--- src/rtl/wdog_guard_pkg.sv ---
package wdog_guard_pkg;

    localparam int unsigned SEL_W = 3;

    // Control register layout (bit positions are software visible)
    typedef struct packed {
        logic [2:0]       rsvd;
        logic             unlock;
        logic             enable;
        logic [SEL_W-1:0] span_sel;
    } wdog_ctrl_t;

    typedef enum logic [1:0] {
        LVL_OPEN       = 2'd0,
        LVL_GUARDED    = 2'd1,
        LVL_LOCKED     = 2'd2,
        LVL_LOCKED_ALT = 2'd3
    } guard_lvl_e;

    // Timeout code is protected outside the window at every level but open
    function automatic logic span_guarded(input guard_lvl_e lvl);
        return lvl != LVL_OPEN;
    endfunction

    // Disarm permitted only at the two lower levels
    function automatic logic disarm_allowed(input guard_lvl_e lvl);
        return (lvl == LVL_OPEN) || (lvl == LVL_GUARDED);
    endfunction

    // Timeout length in oscillator cycles for a given code
    function automatic logic [31:0] span_cycles(input logic [31:0] base,
                                                input logic [SEL_W-1:0] code);
        return base << code;
    endfunction

endpackage

--- src/rtl/wdog_ctrl_reg.sv ---
module wdog_ctrl_reg
    import wdog_guard_pkg::*;
#(
    parameter int unsigned UNLOCK_CYCLES = 4
) (
    input  logic             clk,
    input  logic             rst,
    input  guard_lvl_e       lvl,
    input  logic             wr_en,
    input  logic             wr_unlock,
    input  logic             wr_enable,
    input  logic [SEL_W-1:0] wr_sel,
    output logic             en_o,
    output logic [SEL_W-1:0] sel_o,
    output logic             live_o
);
    localparam int unsigned WIN_W = $clog2(UNLOCK_CYCLES + 1);

    logic [WIN_W-1:0] win_q;
    logic             en_q;
    logic [SEL_W-1:0] sel_q;
    logic             live;
    logic             opens;

    assign live  = (win_q != '0);
    assign opens = wr_en && wr_unlock && wr_enable;

    always_ff @(posedge clk) begin
        if (rst) begin
            win_q <= '0;
            en_q  <= 1'b0;
            sel_q <= '0;
        end else begin
            // Window: an unlock write (re)starts it, any other write closes it
            if (opens)
                win_q <= WIN_W'(UNLOCK_CYCLES);
            else if (wr_en)
                win_q <= '0;
            else if (live)
                win_q <= win_q - 1'b1;

            if (wr_en) begin
                if (wr_enable)
                    en_q <= 1'b1;
                else if (live && disarm_allowed(lvl))
                    en_q <= 1'b0;
                if (!span_guarded(lvl) || live)
                    sel_q <= wr_sel;
            end
        end
    end

    assign en_o   = en_q;
    assign sel_o  = sel_q;
    assign live_o = live;

    // the window only opens because of an unlock write
    assert_window_opens_on_write_R4: assert property (@(posedge clk) disable iff (rst)
        $rose(live) |-> $past(opens));

    // disarm only happens through a write inside a live window
    assert_disarm_needs_window_R6: assert property (@(posedge clk) disable iff (rst)
        ($fell(en_q) && !$past(rst)) |-> ($past(live) && $past(wr_en)));

    // locked levels keep an armed watchdog armed
    assert_locked_stays_on_R7: assert property (@(posedge clk) disable iff (rst)
        (!disarm_allowed(lvl) && en_q) |=> en_q);

    // a guarded timeout code does not move while the window is closed
    assert_sel_guarded_R8: assert property (@(posedge clk) disable iff (rst)
        (span_guarded(lvl) && !live) |=> $stable(sel_q));

endmodule

--- src/rtl/wdog_span_counter.sv ---
module wdog_span_counter
    import wdog_guard_pkg::*;
#(
    parameter int unsigned BASE_CYCLES = 16384
) (
    input  logic             clk,
    input  logic             rst,
    input  logic             en,
    input  logic             kick,
    input  logic [SEL_W-1:0] sel,
    output logic             bite
);
    localparam int unsigned CNT_W = $clog2(BASE_CYCLES) + (1 << SEL_W);

    logic [CNT_W-1:0] cnt_q;
    logic             bite_q;
    logic [CNT_W-1:0] last;

    assign last = CNT_W'(span_cycles(32'(BASE_CYCLES), sel) - 32'd1);

    always_ff @(posedge clk) begin
        if (rst || !en || kick) begin
            cnt_q  <= '0;
            bite_q <= 1'b0;
        end else if (cnt_q >= last) begin
            cnt_q  <= '0;
            bite_q <= 1'b1;
        end else begin
            cnt_q  <= cnt_q + 1'b1;
            bite_q <= 1'b0;
        end
    end

    assign bite = bite_q;

    // the request lasts a single cycle
    assert_pulse_single_R9: assert property (@(posedge clk) disable iff (rst)
        bite_q |=> !bite_q);

    // a kick restarts the count and suppresses the request
    assert_kick_clears_R10: assert property (@(posedge clk) disable iff (rst)
        kick |=> (cnt_q == '0) && !bite_q);

    // nothing fires while disarmed
    assert_off_is_quiet_R11: assert property (@(posedge clk) disable iff (rst)
        !en |=> !bite_q && (cnt_q == '0));

endmodule

--- src/rtl/wdog_guard.sv ---
module wdog_guard
    import wdog_guard_pkg::*;
#(
    parameter int unsigned BASE_CYCLES   = 16384,
    parameter int unsigned UNLOCK_CYCLES = 4
) (
    input  logic       clk,
    input  logic       rst,
    input  logic [1:0] safety_lvl,
    input  logic       wr_en,
    input  logic [7:0] wr_data,
    output logic [7:0] rd_data,
    input  logic       kick,
    output logic       wdt_rst
);
    wdog_ctrl_t       wr_word;
    wdog_ctrl_t       rd_word;
    guard_lvl_e       lvl;
    logic             en;
    logic             live;
    logic [SEL_W-1:0] sel;

    assign wr_word = wdog_ctrl_t'(wr_data);
    assign lvl     = guard_lvl_e'(safety_lvl);

    wdog_ctrl_reg #(
        .UNLOCK_CYCLES(UNLOCK_CYCLES)
    ) u_ctrl (
        .clk      (clk),
        .rst      (rst),
        .lvl      (lvl),
        .wr_en    (wr_en),
        .wr_unlock(wr_word.unlock),
        .wr_enable(wr_word.enable),
        .wr_sel   (wr_word.span_sel),
        .en_o     (en),
        .sel_o    (sel),
        .live_o   (live)
    );

    wdog_span_counter #(
        .BASE_CYCLES(BASE_CYCLES)
    ) u_count (
        .clk (clk),
        .rst (rst),
        .en  (en),
        .kick(kick),
        .sel (sel),
        .bite(wdt_rst)
    );

    always_comb begin
        rd_word          = '0;
        rd_word.unlock   = live;
        rd_word.enable   = en;
        rd_word.span_sel = sel;
    end
    assign rd_data = rd_word;

    // writing ones into the reserved bits never shows up on the read bus
    assert_rsvd_read_zero_R2: assert property (@(posedge clk) disable iff (rst)
        (wr_en && (wr_word.rsvd != 3'b000)) |=> (rd_data[7:5] == 3'b000));

endmodule

--- config.mk ---
export PLATFORM = sky130hd
export DESIGN_NAME = wdog_guard
export DESIGN_NICKNAME = d
export VERILOG_FILES = /design/src/rtl/wdog_guard_pkg.sv /design/src/rtl/wdog_ctrl_reg.sv /design/src/rtl/wdog_span_counter.sv /design/src/rtl/wdog_guard.sv
export SDC_FILE = /design/constraint.sdc
export NUM_CORES = 1
export LEC_CHECK = 0
export BUFFER_PORTS_ARGS = -buffer_cell sky130_fd_sc_hd__clkbuf_2
export CELL_PAD_IN_SITES_DETAIL_PLACEMENT = 1
export CELL_PAD_IN_SITES_GLOBAL_PLACEMENT = 2
export CORE_MARGIN = 4
export CORE_UTILIZATION = 34
export DETAILED_ROUTE_END_ITERATION = 7
export GPL_ROUTABILITY_DRIVEN = 0
export PLACE_DENSITY_LB_ADDON = 0.1
export RECOVER_POWER = 50
export SLEW_MARGIN = 20
export SYNTH_ARGS = -nofsm -noshare
export SYNTH_HDL_FRONTEND = slang
export SYNTH_HIERARCHICAL = 1
export SYNTH_SLANG_ARGS = --single-unit
--- constraint.sdc ---
create_clock -name clk -period 2.21 [get_ports clk]
set_input_delay 0.1105 -clock clk [delete_from_list [all_inputs] [get_ports clk]]
set_output_delay 0.1105 -clock clk [all_outputs]
set_load 0.03 [all_outputs]
==> results_dict.tcl, run 1 <==
set metrics [dict create \
    r2r_start "u_ctrl/sel_o[2]" \
    dp_hpwl_um 3054 \
    ys_top_cells_by_area "dfxtp_1 36%, ha_1 8.3%, nor3_1 6.0%, xnor2_1 5.3%, or3_1 3.0%" \
    r2r_slack_ns 0.20 \
    start_kind "flip-flop" \
    synth_most_common_cell "dfxtp_1" \
    dp_slack_ns 0.06957 \
    netlist_instances 190 \
    ctsHoldBuffers 0 \
    synth-main-ff-cell "dfxtp_1" \
    drt_wl_total_um 3996 \
    worst_slack_ns 0.1976 \
    ioPinCount 23 \
    outcome "finished, final reports clean" \
    cts-root-buf "clkbuf_8" \
    cts.clk_slew.worst_paths_ns 0.07 \
    cp-end-kind "flip-flop" \
    setup_tns_ns 0 \
    ff2ff_path_depth 7 \
    nNetsFinal 238 \
    crit_path_max_incr_delay_ns 0.43 \
    syn_area_um2 1659 \
    vias 1397 \
    fin_worst_hold_slack_ns 0.08659 \
    firstDrtPassIters 4 \
    synth.top_cell.area_share_pct 36.20 \
    syn_to_final_growth_pct 16.67 \
    overflow 0 \
    synth_warnings 6 \
    diodes 0 \
    crit_type "flip-flop to flip-flop" \
    drtIter0Drc 51 \
    cp_cell_sequence "nand3_1, ha_1, nand4_1, or3_1, o21ai_1, buf_12, a211oi_1" \
    timing.final.max_slew_violations 0 \
    synth-async-reset-ratio_pct 0 \
    clock_path_buffers 2 \
    synth.ff_latch_count 30 \
    slowest_stage "or3_1" \
    cts_buffers 5 \
    startpoint "u_ctrl/sel_o[2]" \
    routedWlPerCell_um 14.22 \
    clock_sinks 30 \
    endpoint "u_count/cnt_q[19]" \
    htreeDepth 2 \
    grt_use_total_pct 14.61 \
    core_area_um2 4723 \
    period_minus_slack_ns 2.012 \
    drive_gt1_share_pct 16.82 \
    synth.avg_cell_area_um2 8.732 \
    vias_per_cell 4.972 \
    cts_tree "built" \
    worstPathMaxFanout 22 \
    antenna_found_initial 0 \
    worstPathArrival_ns 2.16 \
    grt_pass1_vias 1508 \
    required_ns 2.36 \
    drc 0 \
    r2r_end "u_count/cnt_q[19]" \
    grt_pass1_wl_um 7100 \
    max_freq_ghz 0.4969 \
    report.power.total_mw 1.167 \
    grt_max_degree 23 \
    rsz0062_at_grt "false" \
    p_leak_nw 0.6507 \
    fin_skew_ns 0.006733 \
    dieHeight_um 77.86 \
    ys_seq_area_share_pct 36.20 \
    initial_core_util_pct 35.13 \
    power_density_nw_per_um2 602.9 \
    die-area_um2 6061 \
    yosysTopAreaCell "dfxtp_1" \
    io_buffer_count 16 \
    hold_class "input port to flip-flop" \
    max-cap-violations 0 \
    setup_viol 0 \
    die_w_um 77.86 \
    finalHoldViolCount 0 \
    netlist_top_cells_count "30 x dfxtp_1, 20 x nor3_1, 11 x ha_1, 10 x nand2_1, 10 x xnor2_1" \
    clkLatencyLatePin_ns 0.27 \
    period_share_pct 91.06 \
    final_antenna_net_count 0 \
    synth_edf_count 0 \
    rows 25 \
    vdd_drop_max_v 0.0002382 \
    synth_cell_types 38 \
]
-- state kept, by name, indices dropped and copies added (netlist names) --
register and flops:
u_ctrl/win_q 3, u_count/bite 1, u_ctrl/en_o 1, u_count/cnt_q 22, u_ctrl/sel_o 3
-- critical path, delay by kind of cell, from the launching register on --
family | cells | cell delay, ns
adder cells (fa/ha/maj) | 1 | 0.30
AO/OA/AOI/OAI | 2 | 0.30
flip-flops | 1 | 0.38
buffers and inverters | 1 | 0.21
AND/OR/NAND/NOR | 3 | 0.68
-- metrics by stage --
step,cell area (um^2),utilization [%],instances
final,1936,40.98,281
after global routing,1936,40.98,281
after detailed placement,1866,39.50,273
after CTS,1957,41.43,281
after global placement,1866,39.50,273
after floorplan,1667,-,192
-- cell families after synthesis --
family	count (synthesis)	share of synthesized area (%)
buffers and inverters	21	6.108
AO/OA/AOI/OAI	30	13.42
XOR/XNOR	14	7.390
flip-flops	30	36.20
AND/OR/NAND/NOR	79	26.32
adder cells (fa/ha/maj)	11	8.296
other	2	0.4527
multiplexers	3	1.810
-- cells in the final DEF, fill, tap and decap left out, types with 2 or more instances in the layout --
cell type	instances
dfxtp_1	30
nor3_1	20
ha_1	11
clkbuf_2	10
inv_1	10
nand2_1	10
xnor2_1	10
nand3_1	9
o21ai_0	8
or3_1	8
clkbuf_1	7
buf_4	7
nor2_1	7
a21oi_1	7
nand2b_1	7
clkbuf_8	6
nand4_1	5
conb_1	4
a211oi_1	4
xor2_1	4
a211oi_2	3
nor4_1	3
mux2i_1	3
o21a_1	2
nor3b_1	2
or2_2	2
buf_12	2
-- power by group --
group / internal (mW) / total (mW) / leakage, nW / switching (mW)
logic: 0.0590 / 0.155 / 0.360 / 0.0964
clock network: 0.251 / 0.450 / 0.0482 / 0.199
registers: 0.553 / 0.561 / 0.243 / 0.00845
-- layout make-up --
class	count	area [um^2]
multi-input cells	141	957.2
well taps	67	83.83
clock buffers	7	86.33
repair buffers	25	165.2
inverters	10	37.54
clock inverters	1	5.005
flip-flops and latches	30	600.6
fillers	583	2788
-- repair_timing --
item	in CTS	in global routing
setup buffers	0	0
gates resized for setup	0	1
setup endpoints to repair	0	4
-- how the worst min path moves through the flow --
stage,startpoint,end,slack [ns],cells past startpoint
after floorplan,wr_en,u_ctrl/win_q[1],0.19,1
after global routing,kick,u_count/bite,0.10,3
after CTS,wr_data[0],u_ctrl/sel_o[0],0.08,3
after detailed placement,wr_data[0],u_ctrl/sel_o[0],0.38,3
after global placement,wr_data[3],u_ctrl/en_o,0.36,3
final,wr_data[0],u_ctrl/sel_o[0],0.09,3
-- layer usage --
layer | vias up | wire length [um] | track usage (%)
li1 | 714 | - | -
met1 | 659 | 1797 | 17.35
met2 | 20 | 2000 | 25.60
met3 | 4 | 152 | 3.132
met4 | 0 | 46 | 5.338
met5 | - | 0 | 0
Note: power is estimated with default switching activity, not from simulation.
==> run 2: changes to the inputs <==
--- a/config.mk
+++ b/config.mk
@@ -8,7 +8,6 @@
 export BUFFER_PORTS_ARGS = -buffer_cell sky130_fd_sc_hd__clkbuf_2
 export CELL_PAD_IN_SITES_DETAIL_PLACEMENT = 1
 export CELL_PAD_IN_SITES_GLOBAL_PLACEMENT = 2
-export CORE_MARGIN = 4
 export CORE_UTILIZATION = 34
 export DETAILED_ROUTE_END_ITERATION = 7
 export GPL_ROUTABILITY_DRIVEN = 0
==> run 2 against run 1 <==
Via count is 2.4% higher. Clock skew barely moved. Register-to-register slack worse by 0.07 ns. Global-route usage grew 1.8 points. Core utilization rose by 0.48 points. Fmax shrank 3.5%. Sequential power is essentially flat. Sequential share of layout area down 0.36 points. Critical path type unchanged. Critical endpoint is now u_count/cnt_q[16]. Largest cell class unchanged. Largest power group is now the clock network.
==> results_dict.tcl, run 2 (same netlist as run 1, synthesis figures left out) <==
set metrics [dict create \
    path_buf_inv 0 \
    vias 1430 \
    cp.depth 5 \
    vdd_drop_max_v 0.0002707 \
    period_minus_slack_ns 2.086 \
    grt_pass1_wl_um 6479 \
    p_switching_mw 0.3124 \
    drc 0 \
    initial_core_util_pct 35.13 \
    largest_reg_flops 22 \
    io_buffer_count 16 \
    startpoint "u_count/cnt_q[0]" \
    postCtsSetupBuffers 0 \
    firstDrtPassIters 4 \
    drive_gt1_share_pct 16.43 \
    ctsHoldBuffers 0 \
    worstPathArrival_ns 2.28 \
    nNetsFinal 237 \
    grt_use_total_pct 16.39 \
    hold_class "input port to flip-flop" \
    placed_cells 272 \
    dieHeight_um 71.86 \
    seq_power_share_pct 40.0 \
    clock_sinks 30 \
    p_comb_share_pct 10.9 \
    routedWlPerCell_um 13.83 \
    grt_pass1_vias 1417 \
    fin_util_pct 41.46 \
    overflow 0 \
    grt_max_degree 24 \
    final_antenna_net_count 0 \
    cp-end-kind "flip-flop" \
    power_density_nw_per_um2 717.7 \
    max_freq_ghz 0.4794 \
    cts-root-buf "clkbuf_8" \
    dp_hpwl_um 2915 \
    required_ns 2.41 \
    timing.final.max_slew_violations 0 \
    crit_type "flip-flop to flip-flop" \
    ioPinCount 23 \
    outcome "finished, final reports clean" \
    r2r_start "u_count/cnt_q[0]" \
    fin_skew_ns 0.006773 \
    cts.clk_slew.worst_paths_ns 0.07 \
    cp_cell_sequence "ha_1, nand4_2, or4_4, or3_1, a211oi_2" \
    swShare_pct 22.23 \
    final_cells 280 \
    hp-start "wr_data[0]" \
    slowest_stage "or4_4" \
    rsz0062_at_grt "false" \
    clkLatencyLatePin_ns 0.28 \
    drt_wl_total_um 3871 \
    rows 25 \
    fin_area_um2 1958 \
    syn_to_final_growth_pct 18.02 \
    drtIter0Drc 37 \
    worstPathMaxFanout 9 \
    p_clk_share_pct 49.1 \
    final_common_cell "dfxtp_1" \
    dpl_cell_area_um2 1846 \
    internal_power_mw 1.093 \
    p_leak_nw 0.6671 \
    vias_per_cell 5.107 \
    crit_path_max_incr_delay_ns 0.60 \
    period_share_pct 94.39 \
    setup_viol 0 \
    critical-path-top-delay-family "simple AND/OR/NAND/NOR gates" \
    core_area_um2 4723 \
    clock_path_buffers 2 \
    hold_path_depth 3 \
    htreeDepth 2 \
    antenna_found_initial 0 \
    die_w_um 71.86 \
    diodes 0 \
    cts_tree "built" \
    start_kind "flip-flop" \
    max_flop_register "u_count/cnt_q" \
    max-cap-violations 0 \
    cts_buffers 5 \
    die-area_um2 5163 \
    ff2ff_path_depth 5 \
    finalHoldViolCount 0 \
    final_cell_mix "30 x dfxtp_1, 20 x nor3_1, 11 x ha_1" \
    setup_tns_ns 0 \
]
[run 2: area by class of cell]
type,count,area [um^2]
clock inverters,2,60.06
multi-input cells,141,950.9
flip-flops and latches,30,600.6
repair buffers,24,142.6
clock buffers,6,82.58
well taps,67,83.83
fillers,552,2765
inverters,10,37.54
[run 2: final timing paths]
check	to	slack, ns
min reg2reg	u_ctrl/en_o	0.51
max reg2reg	u_count/cnt_q[16]	0.12
max	u_count/cnt_q[16]	0.12
min	u_ctrl/sel_o[0]	0.08
[run 2: through the flow]
stage	setup slack [ns]	power (mW)	hold slack [ns]
floorplan	0.06530	0.7023	0.1865
global placement	0.06071	0.7344	0.3545
detailed placement	0.03609	0.7422	0.3721
CTS	0.0009459	1.439	0.07520
global route	0.02507	1.471	0.09269
finish	0.1239	1.405	0.07931
[run 2: routing by layer]
metal	vias up	part of all wire, %	GRT usage [%]	routed length (um)
li1	713	-	-	-
met1	691	46	19.30	1796
met2	19	50	28.72	1941
met3	7	2.4	4.219	91
met4	0	1.1	5.882	42
met5	-	0	0	0
[run 2: worst min-delay path, cell delays in order]
cell      delay [ns]
clkbuf_2        0.08
nand2b_1        0.06
mux2i_1         0.06
[run 2: repair_timing]
item | in CTS | in global routing
resized for setup | 0 | 1
setup endpoints to repair | 0 | 4
hold endpoints to repair | 0 | 0
[run 2: power groups by stage]
stage	Sequential, mW	Combinational, mW	Clock [mW]
after floorplan	0.585	0.117	0
after global placement	0.574	0.160	0
after detailed placement	0.575	0.167	0
after CTS	0.563	0.169	0.707
after global routing	0.563	0.173	0.735
final	0.562	0.154	0.690
